## config.mk

```make
export PLATFORM = sky130hd
export DESIGN_NAME = ycc422_demux
export DESIGN_NICKNAME = d
export VERILOG_FILES = /design/src/rtl/ycc_pkg.sv /design/src/rtl/ycc_line_sync.sv /design/src/rtl/ycc_phase_fsm.sv /design/src/rtl/ycc_pack.sv /design/src/rtl/ycc422_demux.sv
export SDC_FILE = /design/constraint.sdc
export NUM_CORES = 1
export LEC_CHECK = 0
export BUFFER_PORTS_ARGS = -buffer_cell sky130_fd_sc_hd__buf_2
export CORE_ASPECT_RATIO = 0.75
export CORE_MARGIN = 2
export CORE_UTILIZATION = 54
export DETAILED_ROUTE_END_ITERATION = 10
export PLACE_DENSITY = 0.78
export SLEW_MARGIN = 20
export SYNTH_ARGS = -nofsm -noshare
export SYNTH_HDL_FRONTEND = slang
export SYNTH_SLANG_ARGS = --single-unit
```

## constraint.sdc

```tcl
create_clock -name clk -period 1.7 [get_ports clk]
set_input_delay 0.34 -clock clk [delete_from_list [all_inputs] [get_ports clk]]
set_output_delay 0.34 -clock clk [all_outputs]
set_load 0.02 [all_outputs]
```

## src/rtl/ycc_pkg.sv

```systemverilog
package ycc_pkg;
    typedef enum logic [2:0] {
        PH_IDLE = 3'd0,
        PH_SKIP = 3'd1,
        PH_C0   = 3'd2,
        PH_Y0   = 3'd3,
        PH_C1   = 3'd4,
        PH_Y1   = 3'd5
    } phase_e;
endpackage

```

## src/rtl/ycc_line_sync.sv

```systemverilog
module ycc_line_sync (
    input  logic clk,
    input  logic rst_n,
    input  logic hsync_n,
    input  logic cbcr_swap,
    output logic line_start,
    output logic swap_q
);
    logic hs_d;

    assign line_start = hs_d & ~hsync_n;

    always_ff @(posedge clk) begin
        if (!rst_n) begin
            hs_d   <= 1'b1;
            swap_q <= 1'b0;
        end else begin
            hs_d <= hsync_n;
            if (line_start) begin
                swap_q <= cbcr_swap;
            end
        end
    end

    // swap setting changes only at a line start
    a_r7_swap_latched: assert property (@(posedge clk) disable iff (!rst_n)
        !line_start |=> $stable(swap_q));
endmodule

```

## src/rtl/ycc_phase_fsm.sv

```systemverilog
module ycc_phase_fsm
    import ycc_pkg::*;
(
    input  logic   clk,
    input  logic   rst_n,
    input  logic   line_start,
    input  logic   phase_slip,
    output phase_e state
);
    phase_e state_nx;

    always_ff @(posedge clk) begin
        if (!rst_n) begin
            state <= PH_IDLE;
        end else begin
            state <= state_nx;
        end
    end

    always_comb begin
        state_nx = state;
        if (line_start) begin
            state_nx = phase_slip ? PH_SKIP : PH_C0;
        end else begin
            unique case (state)
                PH_IDLE: state_nx = PH_IDLE;
                PH_SKIP: state_nx = PH_C0;
                PH_C0:   state_nx = PH_Y0;
                PH_Y0:   state_nx = PH_C1;
                PH_C1:   state_nx = PH_Y1;
                PH_Y1:   state_nx = PH_C0;
                default: state_nx = PH_IDLE;
            endcase
        end
    end

    // a line start always restarts the group
    a_r2_restart: assert property (@(posedge clk) disable iff (!rst_n)
        (line_start && !phase_slip) |=> (state == PH_C0));
    // slip inserts one skipped edge
    a_r6_slip: assert property (@(posedge clk) disable iff (!rst_n)
        (line_start && phase_slip) |=> (state == PH_SKIP));
    // group wraps after the second luma byte
    a_r3_wrap: assert property (@(posedge clk) disable iff (!rst_n)
        (state == PH_Y1 && !line_start) |=> (state == PH_C0));
endmodule

```

## src/rtl/ycc_pack.sv

```systemverilog
module ycc_pack
    import ycc_pkg::*;
#(
    parameter int W = 8
) (
    input  logic         clk,
    input  logic         rst_n,
    input  phase_e       state,
    input  logic         swap_q,
    input  logic [W-1:0] din,
    output logic [W-1:0] y0_out,
    output logic [W-1:0] y1_out,
    output logic [W-1:0] cb_out,
    output logic [W-1:0] cr_out,
    output logic         pix_valid
);
    logic [W-1:0] c0_q, y0_q, c1_q;

    always_ff @(posedge clk) begin
        if (!rst_n) begin
            c0_q      <= '0;
            y0_q      <= '0;
            c1_q      <= '0;
            y0_out    <= '0;
            y1_out    <= '0;
            cb_out    <= '0;
            cr_out    <= '0;
            pix_valid <= 1'b0;
        end else begin
            pix_valid <= 1'b0;
            unique case (state)
                PH_C0: c0_q <= din;
                PH_Y0: y0_q <= din;
                PH_C1: c1_q <= din;
                PH_Y1: begin
                    y0_out    <= y0_q;
                    y1_out    <= din;
                    cb_out    <= swap_q ? c1_q : c0_q;
                    cr_out    <= swap_q ? c0_q : c1_q;
                    pix_valid <= 1'b1;
                end
                default: ;
            endcase
        end
    end

    // valid is a single-cycle pulse
    a_r4_pulse: assert property (@(posedge clk) disable iff (!rst_n)
        pix_valid |=> !pix_valid);
    // outputs hold when no new group is loaded
    a_r4_hold: assert property (@(posedge clk) disable iff (!rst_n)
        !pix_valid |-> ($stable(y0_out) && $stable(y1_out) && $stable(cb_out) && $stable(cr_out)));
endmodule

```

## src/rtl/ycc422_demux.sv

```systemverilog
module ycc422_demux
    import ycc_pkg::*;
#(
    parameter int W = 8
) (
    input  logic         clk,
    input  logic         rst_n,
    input  logic         hsync_n,
    input  logic         cbcr_swap,
    input  logic         phase_slip,
    input  logic [W-1:0] din,
    output logic [W-1:0] y0_out,
    output logic [W-1:0] y1_out,
    output logic [W-1:0] cb_out,
    output logic [W-1:0] cr_out,
    output logic         pix_valid
);
    logic   line_start;
    logic   swap_q;
    phase_e state;

    ycc_line_sync u_sync (
        .clk        (clk),
        .rst_n      (rst_n),
        .hsync_n    (hsync_n),
        .cbcr_swap  (cbcr_swap),
        .line_start (line_start),
        .swap_q     (swap_q)
    );

    ycc_phase_fsm u_fsm (
        .clk        (clk),
        .rst_n      (rst_n),
        .line_start (line_start),
        .phase_slip (phase_slip),
        .state      (state)
    );

    ycc_pack #(.W(W)) u_pack (
        .clk       (clk),
        .rst_n     (rst_n),
        .state     (state),
        .swap_q    (swap_q),
        .din       (din),
        .y0_out    (y0_out),
        .y1_out    (y1_out),
        .cb_out    (cb_out),
        .cr_out    (cr_out),
        .pix_valid (pix_valid)
    );
endmodule

```

Yosys cells after proc, flatten, opt, wreduce, memory -nomap -nowiden
Cells that the tools add are included.
Cells by class
  reduce and logical (&&, ||, !) cells: 1
  multiplexer cells: 6
  bitwise gates (word level): 2
  equality and inequality tests: 5
Operator list (number)
  two-way mux 8 bit: 2
  case mux 3 bit (4 select lines): 1
  == test 3 x 2 -> 1 bit, second input constant: 2
  == test 3 bit, second input constant: 2
  == test 3 x 1 -> 1 bit, second input constant: 1
  two-way mux 3 bit: 1
  two-way mux 2 bit: 1
  OR reduction 2 bit: 1
  bitwise AND 1 bit: 1
  two-way mux 1 bit: 1
  NOT 1 bit: 1
Word-level totals
  output and inout port bits: 33
  word-level logic and storage cells: 25
  register bits: 62

Longest topological paths before layout
  word-level depth: 4
  mapped depth: 5
  mapped depth without buffers: 3

Modules after synthesis
A second synthesis with hierarchy kept.
Second synthesis, totals
  cells, all modules: 250
  area, all modules: 2476.1 um^2
Modules (own cells, without submodules)
  ycc_pack: cells each 229, area each 2255.9 um^2, instances 1
  ycc_phase_fsm: cells each 14, area each 142.6 um^2, instances 1
  ycc_line_sync: cells each 7, area each 77.6 um^2, instances 1

Least setup slack after synthesis
Ideal clock, no wire load.
  kind: register to register
  from: register u_fsm.state[1]
  to: register u_pack.cb_out[0]
  path slack: 0.510 ns
  buffers on the path: 3
  setup time: 0.116 ns
  data required time: 1.584 ns
  arrival time: 1.074 ns
  period minus slack after synthesis: 1.190 ns
  stages on the path, launching flop included: 6
  cells stage by stage: dfxtp_1 > and3b_1 > clkbuf_2 > buf_6 > buf_6 > o211a_1
Between the ends
  word-level cells in the longest chain between the ends: 1
Ends and longest elaborated chain
  from (decl): line ycc_phase_fsm.sv:8  | output phase_e state
  from (signal assigned): line ycc_phase_fsm.sv:16  | state <= state_nx;
  == test 3 bit: line ycc_pack.sv:31  | unique case (state)
  to (signal assigned): line ycc_pack.sv:38  | cb_out <= swap_q ? c1_q : c0_q;
  to (decl): line ycc_pack.sv:13  | output logic [W-1:0] cb_out,
No other way between the ends.
A chain may end at the register's enable or synchronous reset.

Final worst setup path
  from: register u_fsm.state[0]
  to: register u_pack.y0_q[3]
Between the ends
  word-level cells in the longest chain between the ends: 1
Ends and longest elaborated chain
  == test 3 x 2 -> 1 bit: line ycc_pack.sv:31
  to (signal assigned): line ycc_pack.sv:33  | PH_Y0: y0_q <= din;
  to (decl): line ycc_pack.sv:17  | logic [W-1:0] c0_q, y0_q, c1_q;
No other way between the ends.

==> flow_metrics.tcl <==
set metrics [dict create \
    wl_met3_um 238 \
    cts_setup_buffers 0 \
    clock_skew_ns 0.004170 \
    cts_hold_buf 0 \
    fin_worst_hold_slack_ns 0.2117 \
    grt_max_degree 50 \
    cts_tree "done" \
    routed_wl_um 4574 \
    timing.rr.start "u_fsm.state[0]" \
    antenna_found_initial 0 \
    cts_resized 0 \
    crit_chain "nand3b_1 -> mux2i_1 -> nor2b_1" \
    diodes 0 \
    highest_layer "met4" \
    power_per_cell_area_mw_per_mm2 952.4 \
    cpPeakStageDelay_ns 0.45 \
    drt-initial-drc-count 59 \
    synth_seq_cells 62 \
    cts.clk_slew.worst_paths_ns 0.06 \
    pin_count 46 \
    rows 21 \
    cap_violations 0 \
    setup_viol 0 \
    rr_worst_depth 3 \
    cts.htree.levels 3 \
    gp_congestion 0.7837 \
    synth_mux_area_share_pct 16.11 \
    clkSinkCount 62 \
    hold_violations 0 \
    synthXorXnorAreaFrac_pct 0 \
    wire_per_inst_um 13.07 \
    port_buffers 45 \
    slew_violations 0 \
    synthCells 245 \
    ir_worst_vdd_uv 644.3 \
    grt_pass1_wl_um 7631 \
    startpoint_type "flip-flop" \
    max_freq_mhz 694.1 \
    initial_utilization_pct 55.96 \
    fp.dieH_um 62.75 \
    grt_use_total_pct 19.81 \
    drt-pass1-iter-count 6 \
    layout_worst_path_cycle_share_pct 84.75 \
    criticalPathCategory "reg -> reg" \
    seq_area_frac_synth_pct 49.95 \
    synth_top_family_by_area "simple AND/OR/NAND/NOR gates" \
    first_global_vias 1721 \
    synth_fa_ha_area_share_pct 0 \
    area_growth_pct 17.93 \
    p_leak_uw 0.001390 \
    viasPerCell 5.209 \
    core_sq_mm 0.004441 \
    place_hpwl_um 2910 \
    min_period_ns 1.441 \
    whs_endpoint "u_sync.hs_d" \
    cp.arrival_ns 1.66 \
    fin_nets 302 \
    die_w_um 82.33 \
    met2_length_um 2120 \
    drt-met1-wl_um 2103 \
    vias 1823 \
    clk_latency_ns 0.34 \
    max_slew_margin_pct 60.89 \
    cts_inserted_buffers 9 \
    ff2ff_setup_slack_ns 0.26 \
    gr-total-overflow 0 \
    rsz0062_at_grt "false" \
    endpoint_kind "flip-flop" \
    synth.net_count 258 \
    required_ns 1.92 \
    tns_ns 0 \
    synth_compound_area_share_pct 12.19 \
    min_path_type "in -> reg" \
    holdPathStages 2 \
    hp-start "hsync_n" \
    synth-simple-area-share_pct 17.47 \
    yosys_warnings 0 \
    r2r_end "u_pack.y0_q[3]" \
    critical_path_peak_fanout 9 \
    clk_path_buf_depth 2 \
    cts-root-buf "clkbuf_8" \
    drc 0 \
    drive_above_1_share_pct 22.53 \
    crit_slowest_cell "nand3b_1" \
    tightest_slew_ns 0.5849 \
    die-area_sq_mm 0.005166 \
    status "completed" \
    ant_nets 0 \
    avgSynthCellArea_sq_um 10.14 \
    synth_area_sq_mm 0.002485 \
    synthDistinctLibCells 22 \
]
sequential cells by signal, indices dropped and copies added (netlist names):
| register | count |
|---|---|
| u_pack.cb_out | 8 |
| u_pack.pix_valid | 1 |
| u_pack.c0_q | 8 |
| u_fsm.state | 3 |
| u_sync.swap_q | 1 |
| u_sync.hs_d | 1 |
| u_pack.y0_out | 8 |
| u_pack.y1_out | 8 |
| u_pack.c1_q | 8 |
| u_pack.cr_out | 8 |
| u_pack.y0_q | 8 |
critical path, delay by kind of cell (launching register included):
family | cells | cell delay, ns
mux | 1 | 0.35
flops | 1 | 0.44
simple gates | 2 | 0.53
through the flow:
step                      total power [uW]  instance area, sq um  worst slack [ns]  utilization [%]  std cells
after floorplan                       1656                  2485            0.5098                -        245
after global placement                1708                  2763            0.4369            62.21        335
after detailed placement              1711                  2763            0.3099            62.21        335
after CTS                             2826                  2930            0.2506            65.99        350
after global routing                  2915                  2930            0.1631            65.99        350
final                                 2791                  2930            0.2593            65.99        350
cells in the final DEF, fill, tap and decap left out:
cell,count
nand2_1,51
and2_1,1
buf_12,2
o21ai_0,1
dfxtp_1,62
nor3b_2,2
nor3_1,1
clkbuf_1,3
mux2i_1,40
clkinv_2,1
nand2b_1,3
and3b_1,1
nand3b_1,2
and3_1,1
clkbuf_8,11
and2b_1,1
buf_2,45
buf_4,5
o211a_1,16
nor2_1,1
a21boi_0,17
o311a_1,1
nor2b_1,25
area by class of cell:
cell class / count / area, sq um
tap: 57 / 71.32
fill: 383 / 1510
clock buffer: 14 / 162.7
clock inverter: 1 / 5.005
multi-input combinational: 164 / 1147
sequential: 62 / 1241
timing repair buffer: 52 / 302.8
logic make-up (layout without fill, tap and decap cells):
| group | count (synthesis) | in the layout |
|---|---|---|
| AND/OR/NAND/NOR | 89 | 89 |
| buffers and inverters | 19 | 67 |
| multiplexers | 40 | 40 |
| flip-flops | 62 | 62 |
| AO/OA/AOI/OAI | 35 | 35 |
metal layers:
layer  track usage, %  up-vias
met2            30.14       34
li1                 -      912
met3            8.382       13
met4            12.29        0
met5                0        -
met1            22.61      864
synth_stat cells, drive strengths merged:
master | number | area share (%)
dfxtp | 62 | 50
nand2 | 51 | 7.7
mux2i | 40 | 16
nor2b | 25 | 6.3
a21boi | 17 | 5.1
o211a | 16 | 6.4
buf | 11 | 3.0
clkbuf | 8 | 1.3
nand2b | 3 | 0.76
nand3b | 2 | 0.60
nor3b | 2 | 0.60
and2 | 1 | 0.25
and2b | 1 | 0.30
and3 | 1 | 0.25
and3b | 1 | 0.35
nor2 | 1 | 0.15
nor3 | 1 | 0.20
o21ai | 1 | 0.20
o311a | 1 | 0.40
worst max-delay path by stage:
stage | cells after the start | startpoint | endpoint | slack [ns]
floorplan | 5 | u_fsm.state[1] | u_pack.cb_out[0] | 0.51
global placement | 3 | u_fsm.state[0] | u_pack.y0_q[4] | 0.44
detailed placement | 3 | u_fsm.state[0] | u_pack.y0_q[1] | 0.31
CTS | 3 | u_fsm.state[0] | u_pack.y0_q[3] | 0.25
global route | 3 | u_fsm.state[0] | u_pack.y0_q[3] | 0.16
finish | 3 | u_fsm.state[0] | u_pack.y0_q[3] | 0.26
power by group:
part           total, uW  internal, uW  switching (uW)
clock               1110           600             512
combinational        175          86.3            88.8
sequential          1500          1480            21.7
total               2790          2170             623
No activity file was read; power rests on OpenSTA's default activity.
